`config.mk`:
```
export PLATFORM = sky130hd
export DESIGN_NAME = guard_timer
export DESIGN_NICKNAME = d
export VERILOG_FILES = /design/src/rtl/guard_timer_pkg.sv /design/src/rtl/guard_tick_div.sv /design/src/rtl/guard_cfg_lock.sv /design/src/rtl/guard_down_cnt.sv /design/src/rtl/guard_timer.sv
export SDC_FILE = /design/constraint.sdc
export NUM_CORES = 1
export LEC_CHECK = 0
export BUFFER_PORTS_ARGS = -buffer_cell sky130_fd_sc_hd__buf_2
export CORE_ASPECT_RATIO = 0.5
export CORE_UTILIZATION = 45
export CTS_CLUSTER_DIAMETER = 60
export DETAILED_ROUTE_END_ITERATION = 10
export GPL_TIMING_DRIVEN = 1
export PLACE_DENSITY_LB_ADDON = 0.05
export SYNTH_ARGS = -nofsm -noshare
export SYNTH_HDL_FRONTEND = slang
export SYNTH_SLANG_ARGS = --single-unit
```
`constraint.sdc`:
```
create_clock -name clk -period 2.9 [get_ports clk]
set_clock_uncertainty 0.05 [all_clocks]
set_input_delay 0.435 -clock clk [delete_from_list [all_inputs] [get_ports clk]]
set_output_delay 0.435 -clock clk [all_outputs]
set_load 0.005 [all_outputs]
```
`src/rtl/guard_timer_pkg.sv`:
```
package guard_timer_pkg;
  localparam int FLAG_LSB = 24;

  typedef enum logic [1:0] {
    ADDR_CMD  = 2'd0,
    ADDR_CFG  = 2'd1,
    ADDR_STAT = 2'd2
  } reg_addr_e;

  typedef struct packed {
    logic dbg_hold;
    logic idle_hold;
    logic off;
    logic proc_only;
    logic rst_en;
    logic irq_en;
  } flags_t;

  localparam flags_t FLAGS_RESET = '{dbg_hold: 1'b0, idle_hold: 1'b0, off: 1'b0,
                                     proc_only: 1'b0, rst_en: 1'b1, irq_en: 1'b0};
endpackage

```
`src/rtl/guard_tick_div.sv`:
```
module guard_tick_div #(
  parameter int PRESCALE = 128
) (
  input  logic clk,
  input  logic rst_n,
  input  logic slow_tick,
  output logic step
);
  generate
    if (PRESCALE <= 1) begin : g_pass
      assign step = slow_tick;
    end else begin : g_div
      localparam int PW = $clog2(PRESCALE);
      localparam logic [PW-1:0] LAST = PW'(PRESCALE - 1);
      logic [PW-1:0] pre_q;
      always_ff @(posedge clk or negedge rst_n) begin
        if (!rst_n)              pre_q <= '0;
        else if (slow_tick)      pre_q <= (pre_q == LAST) ? '0 : pre_q + 1'b1;
      end
      assign step = slow_tick && (pre_q == LAST);
    end
  endgenerate
endmodule

```
`src/rtl/guard_cfg_lock.sv`:
```
module guard_cfg_lock
  import guard_timer_pkg::*;
#(
  parameter int CNT_W = 12
) (
  input  logic             clk,
  input  logic             rst_n,
  input  logic             cfg_wr,
  input  logic [31:0]      wdata,
  output logic             load,
  output logic             locked,
  output logic [CNT_W-1:0] reload,
  output logic [CNT_W-1:0] delta,
  output flags_t           flags
);
  assign load = cfg_wr && !locked;

  always_ff @(posedge clk or negedge rst_n) begin
    if (!rst_n) begin
      locked <= 1'b0;
      reload <= '1;
      delta  <= '1;
      flags  <= FLAGS_RESET;
    end else if (load) begin
      locked <= 1'b1;
      reload <= wdata[CNT_W-1:0];
      delta  <= wdata[CNT_W +: CNT_W];
      flags  <= flags_t'(wdata[FLAG_LSB +: $bits(flags_t)]);
    end
  end
endmodule

```
`src/rtl/guard_down_cnt.sv`:
```
module guard_down_cnt #(
  parameter int CNT_W = 12
) (
  input  logic             clk,
  input  logic             rst_n,
  input  logic             step,
  input  logic             run,
  input  logic             load,
  input  logic [CNT_W-1:0] load_val,
  input  logic [CNT_W-1:0] reload,
  input  logic [CNT_W-1:0] delta,
  input  logic             kick,
  output logic [CNT_W-1:0] cnt,
  output logic             kick_ok,
  output logic             uf_ev,
  output logic             err_ev
);
  logic live_kick;
  logic live_step;

  assign live_kick = kick && run && !load;
  assign kick_ok   = live_kick && (cnt <= delta);
  assign err_ev    = live_kick && (cnt > delta);
  assign live_step = step && run && !load && !kick_ok;
  assign uf_ev     = live_step && (cnt == '0);

  always_ff @(posedge clk or negedge rst_n) begin
    if (!rst_n)         cnt <= '1;
    else if (load)      cnt <= load_val;
    else if (kick_ok)   cnt <= reload;
    else if (live_step) cnt <= (cnt == '0) ? reload : cnt - 1'b1;
  end
endmodule

```
`src/rtl/guard_timer.sv`:
```
module guard_timer
  import guard_timer_pkg::*;
#(
  parameter int          PRESCALE = 128,
  parameter int          CNT_W    = 12,
  parameter logic [7:0]  KEY      = 8'hA5
) (
  input  logic        clk,
  input  logic        rst_n,
  input  logic        slow_tick,
  input  logic        cpu_idle,
  input  logic        cpu_dbg_halt,
  input  logic        reg_wr,
  input  logic        reg_rd,
  input  logic [1:0]  reg_addr,
  input  logic [31:0] reg_wdata,
  output logic [31:0] reg_rdata,
  output logic        sys_rst_req,
  output logic        cpu_rst_req,
  output logic        fault_irq
);
  localparam int FW = $bits(flags_t);

  logic             tick;
  logic             mode_load;
  logic             locked;
  logic [CNT_W-1:0] reload_v;
  logic [CNT_W-1:0] delta_v;
  flags_t           fl;
  logic [CNT_W-1:0] cnt;
  logic             kick;
  logic             kick_ok;
  logic             uf_ev;
  logic             err_ev;
  logic             paused;
  logic             stat_rd;
  logic [1:0]       stat_q;
  logic [31:0]      mode_word;
  logic             fault;

  guard_tick_div #(.PRESCALE(PRESCALE)) u_div (
    .clk(clk), .rst_n(rst_n), .slow_tick(slow_tick), .step(tick)
  );

  guard_cfg_lock #(.CNT_W(CNT_W)) u_cfg (
    .clk(clk), .rst_n(rst_n),
    .cfg_wr(reg_wr && reg_addr == ADDR_CFG),
    .wdata(reg_wdata), .load(mode_load), .locked(locked),
    .reload(reload_v), .delta(delta_v), .flags(fl)
  );

  assign paused = (cpu_idle && fl.idle_hold) || (cpu_dbg_halt && fl.dbg_hold);
  assign kick   = reg_wr && reg_addr == ADDR_CMD && reg_wdata[31:24] == KEY && reg_wdata[0];

  guard_down_cnt #(.CNT_W(CNT_W)) u_cnt (
    .clk(clk), .rst_n(rst_n),
    .step(tick && !paused), .run(!fl.off),
    .load(mode_load), .load_val(reg_wdata[CNT_W-1:0]),
    .reload(reload_v), .delta(delta_v), .kick(kick),
    .cnt(cnt), .kick_ok(kick_ok), .uf_ev(uf_ev), .err_ev(err_ev)
  );

  assign fault   = uf_ev || err_ev;
  assign stat_rd = reg_rd && reg_addr == ADDR_STAT;

  always_ff @(posedge clk or negedge rst_n) begin
    if (!rst_n) begin
      stat_q      <= '0;
      sys_rst_req <= 1'b0;
      cpu_rst_req <= 1'b0;
    end else begin
      stat_q      <= (stat_rd ? 2'b00 : stat_q) | {err_ev, uf_ev};
      sys_rst_req <= fault && fl.rst_en && !fl.proc_only;
      cpu_rst_req <= fault && fl.rst_en && fl.proc_only;
    end
  end

  assign fault_irq = fl.irq_en && (stat_q != 2'b00);

  always_comb begin
    mode_word = '0;
    mode_word[CNT_W-1:0]       = reload_v;
    mode_word[CNT_W +: CNT_W]  = delta_v;
    mode_word[FLAG_LSB +: FW]  = fl;
  end

  always_comb begin
    unique case (reg_addr)
      ADDR_CFG:  reg_rdata = mode_word;
      ADDR_STAT: reg_rdata = {30'd0, stat_q};
      default:   reg_rdata = '0;
    endcase
  end
endmodule

```
Word level (Yosys, flattened, before mapping)
Cells that the tools add are included.
{ "word_totals": {"regBits": 54, "elab_cells": 64, "output_inout_bits": 35} }
{ "classes": {"order_cmp": 2, "bitwise_logic": 1, "addsub": 2, "reduce_logical": 34, "eq_ne": 4, "muxes": 7} }
{ "ops": {"columns": ["op", "count"], "rows": [
  ["30-bit case mux with 2 select lines", 1],
  ["12-bit 2-to-1 mux", 4],
  ["1-bit logical AND", 22],
  ["12-bit > comparator", 1],
  ["12-bit less-or-equal comparator", 1],
  ["12-bit logical NOT", 1],
  ["12-bit by 1-bit subtractor with 12-bit output, second input constant", 1],
  ["8-bit equality test, second input constant", 1],
  ["7-bit by 1-bit adder with 7-bit output, second input constant", 1],
  ["7-bit equality test, second input constant", 1],
  ["7-bit 2-to-1 mux", 1],
  ["1-bit logical NOT", 6],
  ["3-bit nonzero test", 1],
  ["2-bit by 1-bit equality test with 1-bit output, second input constant", 1],
  ["2-bit equality test, second input constant", 1],
  ["2-bit logical NOT", 1],
  ["1-bit logical OR", 2],
  ["2-bit 2-to-1 mux", 1],
  ["2-bit bitwise OR", 1],
  ["2-bit nonzero test", 1]
]} }

Depth between registers and ports, before layout
Gate-level depths: netlist of the first run.
{ "depth": {"ltp_word": 13, "ltp_mapped": 10} }

Modules after synthesis
A second synthesis of the first run with hierarchy kept.
{ "unflattened": {"cells_unflattened": 319, "hier_area_um2": 3389.5} }
{ "by_module_without_submodules": {"columns": ["mod", "area_each_um2", "instances", "cells_per_inst", "seq_area_each_um2"], "rows": [
  ["guard_down_cnt", 1347.5, 1, 156, 315.3],
  ["guard_cfg_lock", 1207.4, 1, 66, 807.0],
  ["guard_timer", 489.2, 1, 63, 100.1],
  ["guard_tick_div", 345.3, 1, 34, 175.2]
]} }

Least setup slack after synthesis of the first run
Ideal clock, no wire load.
{ "synth_path": {"path_kind": "register to register", "from": "reg u_cfg.delta[7]", "to": "reg u_cnt.cnt[0]", "period_less_slack_ps": 2309, "arrival_time_ps": 2176, "stages_incl_launch_ff": 10, "setup_ps": 83, "path_slack_ps": 591, "path_buffers": 0, "required_ps": 2767, "cell_sequence": "dfstp_2 inv_1 ha_1 a21oi_1 o21ai_0 a221oi_1 nand3_2 and2_4 o2111a_1 a221o_1"} }
{ "synth_between": {"elab_chain_cells": 5, "word_cells_on_any_way": 7} }
{ "synth_lines": {"columns": ["item", "line_no", "source"], "rows": [
  ["start: declaration", "guard_cfg_lock.sv:13", "output logic [CNT_W-1:0] delta,"],
  ["start signal: assignment", "guard_cfg_lock.sv:27", "delta <= wdata[CNT_W +: CNT_W];"],
  ["12-bit less-or-equal comparator *", "guard_down_cnt.sv:22", "assign kick_ok = live_kick && (cnt <= delta);"],
  ["1-bit logical AND *", "guard_down_cnt.sv:22", null],
  ["1-bit logical NOT", "guard_down_cnt.sv:24", "assign live_step = step && run && !load && !kick_ok;"],
  ["1-bit logical AND", "guard_down_cnt.sv:24", null],
  ["3-bit nonzero test (no line)", null, null],
  ["end signal: assignment", "guard_down_cnt.sv:29", "else if (load) cnt <= load_val;"],
  ["end signal: assignment", "guard_down_cnt.sv:30", "else if (kick_ok) cnt <= reload;"],
  ["end signal: assignment", "guard_down_cnt.sv:31", "else if (live_step) cnt <= (cnt == '0) ? reload : cnt - 1'b1;"],
  ["end: declaration", "guard_down_cnt.sv:13", "output logic [CNT_W-1:0] cnt,"]
]} }
Mark *: on every way between the ends. The rest lies on a longest branch, timed or not.
A chain may end at the register's enable or synchronous reset.

Worst setup path in the final report of the first run
Ends and elaborated chain as after synthesis.

==> flow_metrics.py, run 1 <==
metrics = {
    "logic_synthesis": {
        "mappedNetlistArea_mm2": 0.00318,
        "synth.lib_cells_used.distinct": 48,
        "seq_area_frac_synth_pct": 43.9,
        "synth_enable_flop_cells": 0,
        "yosys_most_used_dff": "sky130_fd_sc_hd__dfstp_2",
        "post_syn_area_per_cell_um2": 8.74,
        "synthArstFlopShare_pct": 100,
        "yosysWarningCount": 0,
        "postSynthCellCount": 364,
        "ys_ff_latch": 54,
    },
    "clock_network": {
        "clock_latency_ps": 300,
        "cts_tree": "built",
        "cts.path.max_buffers": 2,
        "clk_pin_slew_worst_paths_ps": 70,
        "clkSinkCount": 54,
        "cts_made_buffers": 5,
        "cts_post_setup_buffers_inserted": 0,
        "cts_repair_resize_count": 0,
        "root_buffer": "sky130_fd_sc_hd__clkbuf_16",
        "cts_max_level": 2,
        "postCtsHoldBufs": 0,
    },
    "floorplanning": {
        "fp.dieH_um": 61.5,
        "io-pin-count": 76,
        "initial_utilization_pct": 47.1,
        "floorplan.rows": 21,
        "dieArea_mm2": 0.00743,
        "die_x_um": 121,
        "floorplan.core_area_mm2": 0.00675,
    },
    "worst_setup_path": {
        "cp.required_ps": 3080,
        "path_max_fanout": 12,
        "worst_ep_arrival_ps": 2830,
        "end_kind": "register",
        "startpoint_type": "register",
        "worstSetupPathType": "reg -> reg",
    },
    "global_routing": {
        "grt_util_met1_pct": 31.4,
        "maximum_number_of_pins_on_one_net_before_global_route_repair": 36,
        "grt_pass1_vias": 2539,
        "grt_most_used_layer": "met2",
        "grt_remaining_overflow": 0,
        "number_of_antenna_violations_at_the_first_check_in_global_routing": 0,
        "groute.usage.overall_pct": 22.5,
        "gr-usage-met2_pct": 34.5,
        "use_met3_pct": 5.46,
        "grt_pass1_wl_um": 12300,
    },
    "worst_hold_path": {
        "worstHoldPathType": "in -> async",
    },
    "sta": {
        "tns_ps": 0,
        "fmax_mhz": 376,
        "worstMarginPinSlew_ps": 843,
        "period_minus_slack_ps": 2660,
        "hold_viol": 0,
        "timing.final.max_slew_violations": 0,
        "fin_worst_hold_slack_ps": 189,
        "setup_repair_after_global_routing_missed_its_margin": "no",
        "setup_violations": 0,
        "final_min_period_over_clock_period_pct": 91.7,
        "maxSlewHeadroom_pct": 43.8,
    },
    "layout": {
        "share_of_layout_cells_above_drive_strength_1_pct": 29.9,
        "diodes": 0,
        "num-fill-cells": 615,
        "area_growth_pct": 19.4,
        "nNetsFinal": 493,
    },
    "run": {
        "max_cap_violations": 0,
    },
    "pwr": {
        "total_switching_power_uw": 1130,
        "seq_power_share_pct": 46.7,
        "power.static_leakage_uw": 0.00179,
        "p_int_uw": 2050,
        "combPwrFrac_pct": 34.8,
        "power.density_cell_area_mw_per_mm2": 837,
        "vdd.ir_drop.worst_uv": 392,
        "p_sw_share_pct": 35.4,
        "clock_power_share_pct": 18.5,
    },
    "drt": {
        "wire_per_inst_um": 14.8,
        "detail_route.iter0.violations": 193,
        "detail_route.drc_violations": 0,
        "drt.antenna.violating_nets": 0,
        "vias_post_dr": 2774,
        "detail_route.first_pass.iterations": 4,
        "drt-total-wl_um": 7810,
        "vias_per_cell": 5.26,
    },
    "place": {
        "detailedPlacementHpwl_um": 5730,
        "portBuffers": 73,
        "gpl.final_weighted_congestion": 0.802,
    },
    "outcome": {
        "status": "complete, no violations",
    },
}
-- layout make-up --
type / instances / area (µm²) / area share, %
timing repair buffer: 82 / 458 / 12.1
clock buffer: 8 / 136 / 3.59
sequential: 54 / 1400 / 36.8
inverter: 19 / 71.3 / 1.88
multi-input combinational: 272 / 1620 / 42.7
tap: 92 / 115 / 3.03
-- kinds of logic (layout without fill, tap and decap cells) --
logic type / count (synthesis) / after routing / synth area share (%)
compound gates: 74 / 74 / 14.3
xor+xnor: 11 / 11 / 3.03
fa+ha+maj: 18 / 18 / 7.08
buf+inv: 39 / 109 / 5.23
flops: 54 / 54 / 43.9
mux: 3 / 3 / 1.02
other cells: 1 / 2 / 0.118
simple gates: 164 / 164 / 25.3
-- layout by cell type, fill, tap and decap left out, types with 3 or more instances in the layout --
| cell | synthesis | layout |
|---|---|---|
| sky130_fd_sc_hd__nand2_1 | 79 | 79 |
| sky130_fd_sc_hd__buf_2 | 4 | 73 |
| sky130_fd_sc_hd__dfstp_2 | 37 | 37 |
| sky130_fd_sc_hd__and2_1 | 31 | 31 |
| sky130_fd_sc_hd__o21ai_0 | 30 | 30 |
| sky130_fd_sc_hd__inv_1 | 19 | 19 |
| sky130_fd_sc_hd__nor2_1 | 19 | 19 |
| sky130_fd_sc_hd__ha_1 | 18 | 18 |
| sky130_fd_sc_hd__dfrtp_1 | 17 | 17 |
| sky130_fd_sc_hd__a31oi_1 | 13 | 13 |
| sky130_fd_sc_hd__a21oi_1 | 8 | 8 |
| sky130_fd_sc_hd__xnor2_1 | 8 | 8 |
| sky130_fd_sc_hd__nand4_1 | 7 | 7 |
| sky130_fd_sc_hd__buf_4 | 2 | 7 |
| sky130_fd_sc_hd__nor3_1 | 6 | 6 |
| sky130_fd_sc_hd__nor2b_1 | 5 | 5 |
| sky130_fd_sc_hd__or3_1 | 5 | 5 |
| sky130_fd_sc_hd__clkbuf_16 | 0 | 5 |
| sky130_fd_sc_hd__xor2_1 | 3 | 3 |
| sky130_fd_sc_hd__a211oi_1 | 3 | 3 |
| sky130_fd_sc_hd__o22ai_1 | 3 | 3 |
| sky130_fd_sc_hd__clkbuf_1 | 11 | 3 |
-- critical path, stage by stage, from the launching register on --
cell	delay, ps
sky130_fd_sc_hd__dfstp_2	530
sky130_fd_sc_hd__inv_1	50
sky130_fd_sc_hd__ha_1	320
sky130_fd_sc_hd__a21oi_1	140
sky130_fd_sc_hd__o21ai_0	150
sky130_fd_sc_hd__a221oi_1	460
sky130_fd_sc_hd__nand3_2	150
sky130_fd_sc_hd__and2_4	220
sky130_fd_sc_hd__o2111a_1	240
sky130_fd_sc_hd__a221o_1	260
-- cell usage after synthesis (2+ instances only) --
| master | count | area share, % |
|---|---|---|
| sky130_fd_sc_hd__a211oi_1 | 3 | 0.71 |
| sky130_fd_sc_hd__a21boi_0 | 2 | 0.47 |
| sky130_fd_sc_hd__a21oi_1 | 8 | 1.3 |
| sky130_fd_sc_hd__a221oi_1 | 2 | 0.55 |
| sky130_fd_sc_hd__a22oi_1 | 2 | 0.47 |
| sky130_fd_sc_hd__a31oi_1 | 13 | 2.6 |
| sky130_fd_sc_hd__and2_1 | 31 | 6.1 |
| sky130_fd_sc_hd__buf_1 | 2 | 0.24 |
| sky130_fd_sc_hd__buf_2 | 4 | 0.63 |
| sky130_fd_sc_hd__buf_4 | 2 | 0.47 |
| sky130_fd_sc_hd__clkbuf_1 | 11 | 1.3 |
| sky130_fd_sc_hd__dfrtp_1 | 17 | 13 |
| sky130_fd_sc_hd__dfstp_2 | 37 | 31 |
| sky130_fd_sc_hd__ha_1 | 18 | 7.1 |
| sky130_fd_sc_hd__inv_1 | 19 | 2.2 |
| sky130_fd_sc_hd__mux2_2 | 2 | 0.71 |
| sky130_fd_sc_hd__nand2_1 | 79 | 9.3 |
| sky130_fd_sc_hd__nand3_1 | 2 | 0.31 |
| sky130_fd_sc_hd__nand4_1 | 7 | 1.4 |
| sky130_fd_sc_hd__nand4b_1 | 2 | 0.55 |
| sky130_fd_sc_hd__nor2_1 | 19 | 2.2 |
| sky130_fd_sc_hd__nor2b_1 | 5 | 0.98 |
| sky130_fd_sc_hd__nor3_1 | 6 | 0.94 |
| sky130_fd_sc_hd__o21ai_0 | 30 | 4.7 |
| sky130_fd_sc_hd__o22ai_1 | 3 | 0.59 |
| sky130_fd_sc_hd__o2bb2ai_1 | 2 | 0.55 |
| sky130_fd_sc_hd__o31ai_1 | 2 | 0.47 |
| sky130_fd_sc_hd__or3_1 | 5 | 0.98 |
| sky130_fd_sc_hd__xnor2_1 | 8 | 2.2 |
| sky130_fd_sc_hd__xor2_1 | 3 | 0.83 |
-- stage by stage --
step / utilization (%) / instance area (µm²) / std cells / total power [µW] / setup WS [ps]
5_1_grt: 56.3 / 3800 / 527 / 3460 / 3.07
3_3_place_gp: 54.3 / 3660 / 519 / 2540 / 380
2_1_floorplan: - / 3190 / 365 / 2210 / 591
3_5_place_dp: 54.3 / 3660 / 519 / 2600 / 307
6_report: 56.3 / 3800 / 527 / 3180 / 241
4_1_cts: 56.3 / 3800 / 527 / 3210 / 275
-- state kept, by name, summed over array words and instances, names as in the netlist --
register           flops
u_cfg.delta           12
u_cfg.reload          12
u_cnt.cnt             12
u_div.g_div.pre_q      7
u_cfg.flags            6
stat_q                 2
cpu_rst_req            1
sys_rst_req            1
u_cfg.locked           1
-- power groups by stage --
stage                     clock [µW]  sequential [µW]  combinational [µW]
after global routing             632             1540                1290
after CTS                        609             1480                1120
after detailed placement           0             1500                1100
after floorplan                    0             1400                 815
after global placement             0             1490                1050
final                            589             1480                1110
-- per-layer routing --
layer,up-vias,routed length (µm)
li1,1368,-
met1,1318,3990
met2,78,3320
met3,10,414
met4,0,89
met5,-,0
-- final timing paths --
path,from,endpoint,slack [ps],cells after the start
max,u_cfg.delta[7],u_cnt.cnt[0],240,9
min,rst_n,sys_rst_req,190,1
max reg2reg,u_cfg.delta[7],u_cnt.cnt[0],240,9
min reg2reg,u_cfg.flags[2],sys_rst_req,410,1
max in group asynchronous,rst_n,u_cfg.delta[8],1770,2
min in group clk,reg_wdata[12],u_cfg.delta[0],270,3
Note: power is estimated with default switching activity, not from simulation.
==> run 2: changes to the inputs <==
==> constraint.sdc (replaced) <==
create_clock -name clk -period 3.1 [get_ports clk]
set_clock_uncertainty 0.05 [all_clocks]
set_input_delay 0.62 -clock clk [delete_from_list [all_inputs] [get_ports clk]]
set_output_delay 0.62 -clock clk [all_outputs]
set_load 0.005 [all_outputs]
==> flow_metrics.py, run 2 (synthesized netlist as in run 1, its figures left out) <==
metrics = {
    "worst_hold_path": {
        "worstHoldPathType": "in -> async",
    },
    "clock_network": {
        "cts_max_level": 2,
        "clock_latency_ps": 290,
        "root_buffer": "sky130_fd_sc_hd__clkbuf_16",
        "postCtsHoldBufs": 0,
        "cts_repair_resize_count": 0,
        "cts.path.max_buffers": 2,
        "cts_tree": "built",
        "clk_pin_slew_worst_paths_ps": 70,
        "clkSinkCount": 54,
        "cts_post_setup_buffers_inserted": 0,
        "cts_made_buffers": 5,
    },
    "layout": {
        "num-fill-cells": 617,
        "post_layout_nonfiller_instances": 528,
        "area_growth_pct": 19.7,
        "share_of_layout_cells_above_drive_strength_1_pct": 30.3,
        "layout.cells.most_common_list": "79 x sky130_fd_sc_hd__nand2_1, 73 x sky130_fd_sc_hd__buf_2, 37 x sky130_fd_sc_hd__dfstp_2",
        "nNetsFinal": 494,
        "diodes": 0,
        "biggestRegsByFlops": "u_cfg.delta (12), u_cfg.reload (12), u_cnt.cnt (12)",
        "commonest_non_fill_non_tap_cell_in_the_layout": "sky130_fd_sc_hd__nand2_1",
    },
    "floorplanning": {
        "floorplan.core_area_mm2": 0.00675,
        "floorplan.rows": 21,
        "io-pin-count": 76,
        "initial_utilization_pct": 47.1,
        "dieArea_mm2": 0.00743,
        "die_x_um": 121,
        "fp.dieH_um": 61.5,
    },
    "worst_setup_path": {
        "worst_path_max_delay_cell": "sky130_fd_sc_hd__dfstp_2",
        "end_kind": "register",
        "worstSetupPathType": "reg -> reg",
        "worst_path_most_repeated_cell": "sky130_fd_sc_hd__o21ai_0",
        "critical_path_buf_inv_count": 2,
        "cp.required_ps": 3270,
        "path_max_fanout": 16,
        "worstPathCellList": "inv_1, ha_1, a21oi_1, o21ai_0, a221oi_1, nand3_2, nand4_1, buf_4, o21ai_0, o2bb2ai_1",
        "worst_path_largest_cell_delay_ps": 530,
        "startpoint_type": "register",
        "critPathTopFamily": "compound AO/OA/AOI/OAI gates",
        "worst_ep_arrival_ps": 2860,
    },
    "pwr": {
        "power.static_leakage_uw": 0.00180,
        "total_power_uw": 3070,
        "vdd.ir_drop.worst_uv": 365,
        "power.density_cell_area_mw_per_mm2": 806,
    },
    "sta": {
        "worst_slack_ps": 410,
        "timing.final.max_slew_violations": 0,
        "final_min_period_over_clock_period_pct": 86.8,
        "setup_violations": 0,
        "fmax_mhz": 372,
        "period_minus_slack_ps": 2690,
        "tns_ps": 0,
        "worstMarginPinSlew_ps": 884,
        "setup_repair_after_global_routing_missed_its_margin": "no",
        "hold_viol": 0,
        "maxSlewHeadroom_pct": 41.0,
    },
    "drt": {
        "detail_route.drc_violations": 0,
        "detail_route.iter0.violations": 98,
        "drt-total-wl_um": 7830,
        "vias_post_dr": 2783,
        "wire_per_inst_um": 14.8,
        "drt.antenna.violating_nets": 0,
        "detail_route.first_pass.iterations": 4,
        "vias_per_cell": 5.27,
    },
    "place": {
        "portBuffers": 73,
        "numPlacedInstances": 520,
        "worst_setup_slack_after_placement_ps": 320,
        "detailedPlacementHpwl_um": 5810,
        "gpl.final_weighted_congestion": 0.865,
    },
    "global_routing": {
        "grt_pass1_vias": 2580,
        "grt_remaining_overflow": 0,
        "maximum_number_of_pins_on_one_net_before_global_route_repair": 40,
        "grt_pass1_wl_um": 12400,
        "groute.usage.overall_pct": 21.9,
        "number_of_antenna_violations_at_the_first_check_in_global_routing": 0,
    },
    "run": {
        "max_cap_violations": 0,
    },
    "outcome": {
        "status": "complete, no violations",
    },
}
## run 2: cell types whose count changed in the layout (fill, tap and decap cells not counted)
| cell | previous run | this run |
|---|---|---|
| sky130_fd_sc_hd__buf_4 | 7 | 10 |
| sky130_fd_sc_hd__buf_12 | 2 | 0 |
| sky130_fd_sc_hd__bufinv_16 | 0 | 1 |
| sky130_fd_sc_hd__clkbuf_1 | 3 | 2 |
## run 2: where the power goes
part / switching, µW / internal [µW] / total (µW)
Combinational: 559 / 480 / 1040
Clock: 247 / 382 / 630
Sequential: 260 / 1140 / 1400
Total: 1070 / 2000 / 3070
## run 2: per-layer routing
metal  share of wire, %  vias to the layer above  wire [µm]  global-route usage [%]
met3                4.8                        7        373                    4.81
met2                 45                       66       3520                    36.8
met4               0.56                        0         44                    3.88
li1                   -                     1372          -                       -
met1                 50                     1338       3900                    30.0
met5                  0                        -          0                       0
## run 2: per-stage QoR
stage / hold WS, ps / utilization (%) / cell area [µm²]
after floorplan: 274 / - / 3190
after global placement: 387 / 54.0 / 3650
after detailed placement: 401 / 54.0 / 3650
after CTS: 409 / 56.4 / 3810
after global routing: 438 / 56.4 / 3810
final: 396 / 56.4 / 3810
## run 2: worst paths after layout
path,start,endpoint,slack (ps),depth (start not counted)
setup / recovery,u_cfg.delta[5],u_cnt.cnt[11],410,10
hold / removal,rst_n,sys_rst_req,400,1
setup reg to reg,u_cfg.delta[5],u_cnt.cnt[11],410,10
hold reg to reg,u_cfg.flags[2],sys_rst_req,410,1
max in group asynchronous,rst_n,u_cfg.reload[9],1790,2
min in group clk,u_cfg.flags[2],sys_rst_req,410,1
## run 2: layout make-up
cell class	instances	area (µm²)	area share, %
Clock buffer	7	133	3.48
Clock inverter	1	30.0	0.788
Inverter	19	71.3	1.87
Multi-Input combinational cell	272	1620	42.6
Sequential cell	54	1400	36.7
Tap cell	92	115	3.02
Timing Repair Buffer	83	440	11.6
==> run 3: changes to the inputs <==
==> constraint.sdc (replaced) <==
create_clock -name clk -period 3.15 [get_ports clk]
set_clock_uncertainty 0.05 [all_clocks]
set_input_delay 0.63 -clock clk [delete_from_list [all_inputs] [get_ports clk]]
set_output_delay 0.63 -clock clk [all_outputs]
set_load 0.005 [all_outputs]
==> flow_metrics.py, run 3 (synthesized netlist as in run 1, its figures left out) <==
metrics = {
    "outcome": {
        "status": "complete, no violations",
    },
    "place": {
        "numPlacedInstances": 519,
        "worst_setup_slack_after_placement_ps": 434,
        "detailedPlacementHpwl_um": 5720,
        "portBuffers": 73,
        "gpl.final_weighted_congestion": 0.879,
    },
    "pwr": {
        "power.density_cell_area_mw_per_mm2": 776,
        "power.static_leakage_uw": 0.00179,
        "vdd.ir_drop.worst_uv": 407,
    },
    "layout": {
        "diodes": 0,
        "share_of_layout_cells_above_drive_strength_1_pct": 30.3,
        "seqCellArea_mm2": 0.00140,
        "nNetsFinal": 493,
        "commonest_non_fill_non_tap_cell_in_the_layout": "sky130_fd_sc_hd__nand2_1",
        "multiInputGateArea_mm2": 0.00162,
        "layout.cells.most_common_list": "79 x sky130_fd_sc_hd__nand2_1, 73 x sky130_fd_sc_hd__buf_2, 37 x sky130_fd_sc_hd__dfstp_2",
        "num-fill-cells": 649,
        "post_layout_nonfiller_instances": 527,
        "biggestRegsByFlops": "u_cfg.delta (12), u_cfg.reload (12), u_cnt.cnt (12)",
        "area_growth_pct": 19.0,
    },
    "clock_network": {
        "cts_max_level": 2,
        "cts_made_buffers": 5,
        "postCtsHoldBufs": 0,
        "cts_repair_resize_count": 0,
        "cts_post_setup_buffers_inserted": 0,
        "clock_latency_ps": 300,
        "cts_tree": "built",
        "clk_pin_slew_worst_paths_ps": 70,
        "root_buffer": "sky130_fd_sc_hd__clkbuf_16",
        "cts.path.max_buffers": 2,
        "clkSinkCount": 54,
    },
    "floorplanning": {
        "io-pin-count": 76,
        "floorplan.core_area_mm2": 0.00675,
        "floorplan.rows": 21,
        "initial_utilization_pct": 47.1,
        "fp.dieH_um": 61.5,
        "dieArea_mm2": 0.00743,
        "die_x_um": 121,
    },
    "drt": {
        "detail_route.drc_violations": 0,
        "vias_per_cell": 5.23,
        "drt.antenna.violating_nets": 0,
        "drt-total-wl_um": 7600,
        "wire_per_inst_um": 14.4,
        "detail_route.first_pass.iterations": 4,
        "vias_post_dr": 2755,
        "detail_route.iter0.violations": 141,
    },
    "worst_setup_path": {
        "worst_ep_arrival_ps": 2820,
        "worstSetupPathType": "reg -> reg",
        "ff2ff_setup_slack_ps": 500,
        "cells_on_worst_reg2reg_path": 9,
        "path_max_fanout": 12,
        "timing.critical_path.from": "u_cfg.delta[7]",
        "cp.required_ps": 3320,
        "startpoint_type": "register",
        "end_kind": "register",
        "critical_path.reg2reg.endpoint": "u_cnt.cnt[0]",
        "critical_path.reg2reg.startpoint": "u_cfg.delta[7]",
    },
    "worst_hold_path": {
        "holdCritStartpoint": "u_cfg.flags[2]",
        "worstHoldPathType": "reg -> reg",
        "min_delay_worst_endpoint": "sys_rst_req",
        "hold_depth": 1,
    },
    "sta": {
        "worst_slack_ps": 500,
        "period_minus_slack_ps": 2650,
        "worstMarginPinSlew_ps": 1060,
        "hold_viol": 0,
        "fmax_mhz": 377,
        "timing.final.max_slew_violations": 0,
        "setup_repair_after_global_routing_missed_its_margin": "no",
        "tns_ps": 0,
        "maxSlewHeadroom_pct": 29.7,
        "setup_violations": 0,
        "final_min_period_over_clock_period_pct": 84.1,
    },
    "global_routing": {
        "number_of_antenna_violations_at_the_first_check_in_global_routing": 0,
        "groute.usage.overall_pct": 22.2,
        "maximum_number_of_pins_on_one_net_before_global_route_repair": 48,
        "grt_remaining_overflow": 0,
        "grt_pass1_wl_um": 12500,
        "grt_pass1_vias": 2601,
    },
    "run": {
        "max_cap_violations": 0,
    },
}
-- run 3: final cells by class --
cell class / instances / area share, %
inverters: 19 / 1.88
clock buffers: 7 / 3.77
flip-flops and latches: 54 / 36.9
repair buffers: 82 / 11.4
multi-input cells: 272 / 42.8
clock inverters: 1 / 0.132
well taps: 92 / 3.04
-- run 3: per-stage QoR --
stage               hold WS (ps)  utilization, %  power, µW  cell area, µm²
global placement             380            53.9       2330            3640
global route                 427            56.1       3200            3790
floorplan                    284               -       2040            3190
CTS                          407            56.1       2970            3790
finish                       400            56.1       2940            3790
detailed placement           398            53.9       2390            3640
-- run 3: worst max-delay path by stage --
stage	end	slack, ps	cells past startpoint
3_3_place_gp	u_cnt.cnt[0]	490	7
2_1_floorplan	u_cnt.cnt[0]	740	6
6_report	u_cnt.cnt[0]	500	9
4_1_cts	u_cnt.cnt[0]	520	9
5_1_grt	u_cnt.cnt[0]	250	10
3_5_place_dp	u_cnt.cnt[0]	430	7
-- run 3: critical path, cell delays in order (launching register included) --
cell and delay (ps):
sky130_fd_sc_hd__dfstp_2 530, sky130_fd_sc_hd__inv_1 50, sky130_fd_sc_hd__ha_1 310, sky130_fd_sc_hd__a21oi_1 120, sky130_fd_sc_hd__o21ai_0 140, sky130_fd_sc_hd__a221oi_1 520
sky130_fd_sc_hd__nand3_2 160, sky130_fd_sc_hd__and2_4 220, sky130_fd_sc_hd__o2111a_1 240, sky130_fd_sc_hd__a221o_1 250
-- run 3: power breakdown --
group          internal (µW)  total (µW)  leakage (µW)  switching (µW)
clock network            316         562     0.0000739             246
logic                    465        1000       0.00112             535
registers               1120        1380      0.000598             253
-- run 3: routing by layer --
metal  wire, µm  part of all wire [%]  global-route usage, %
met5          0                     0                      0
met4         59                  0.78                   5.64
met3        319                   4.2                   5.19
met2       3410                    45                   36.5
met1       3820                    50                   30.3
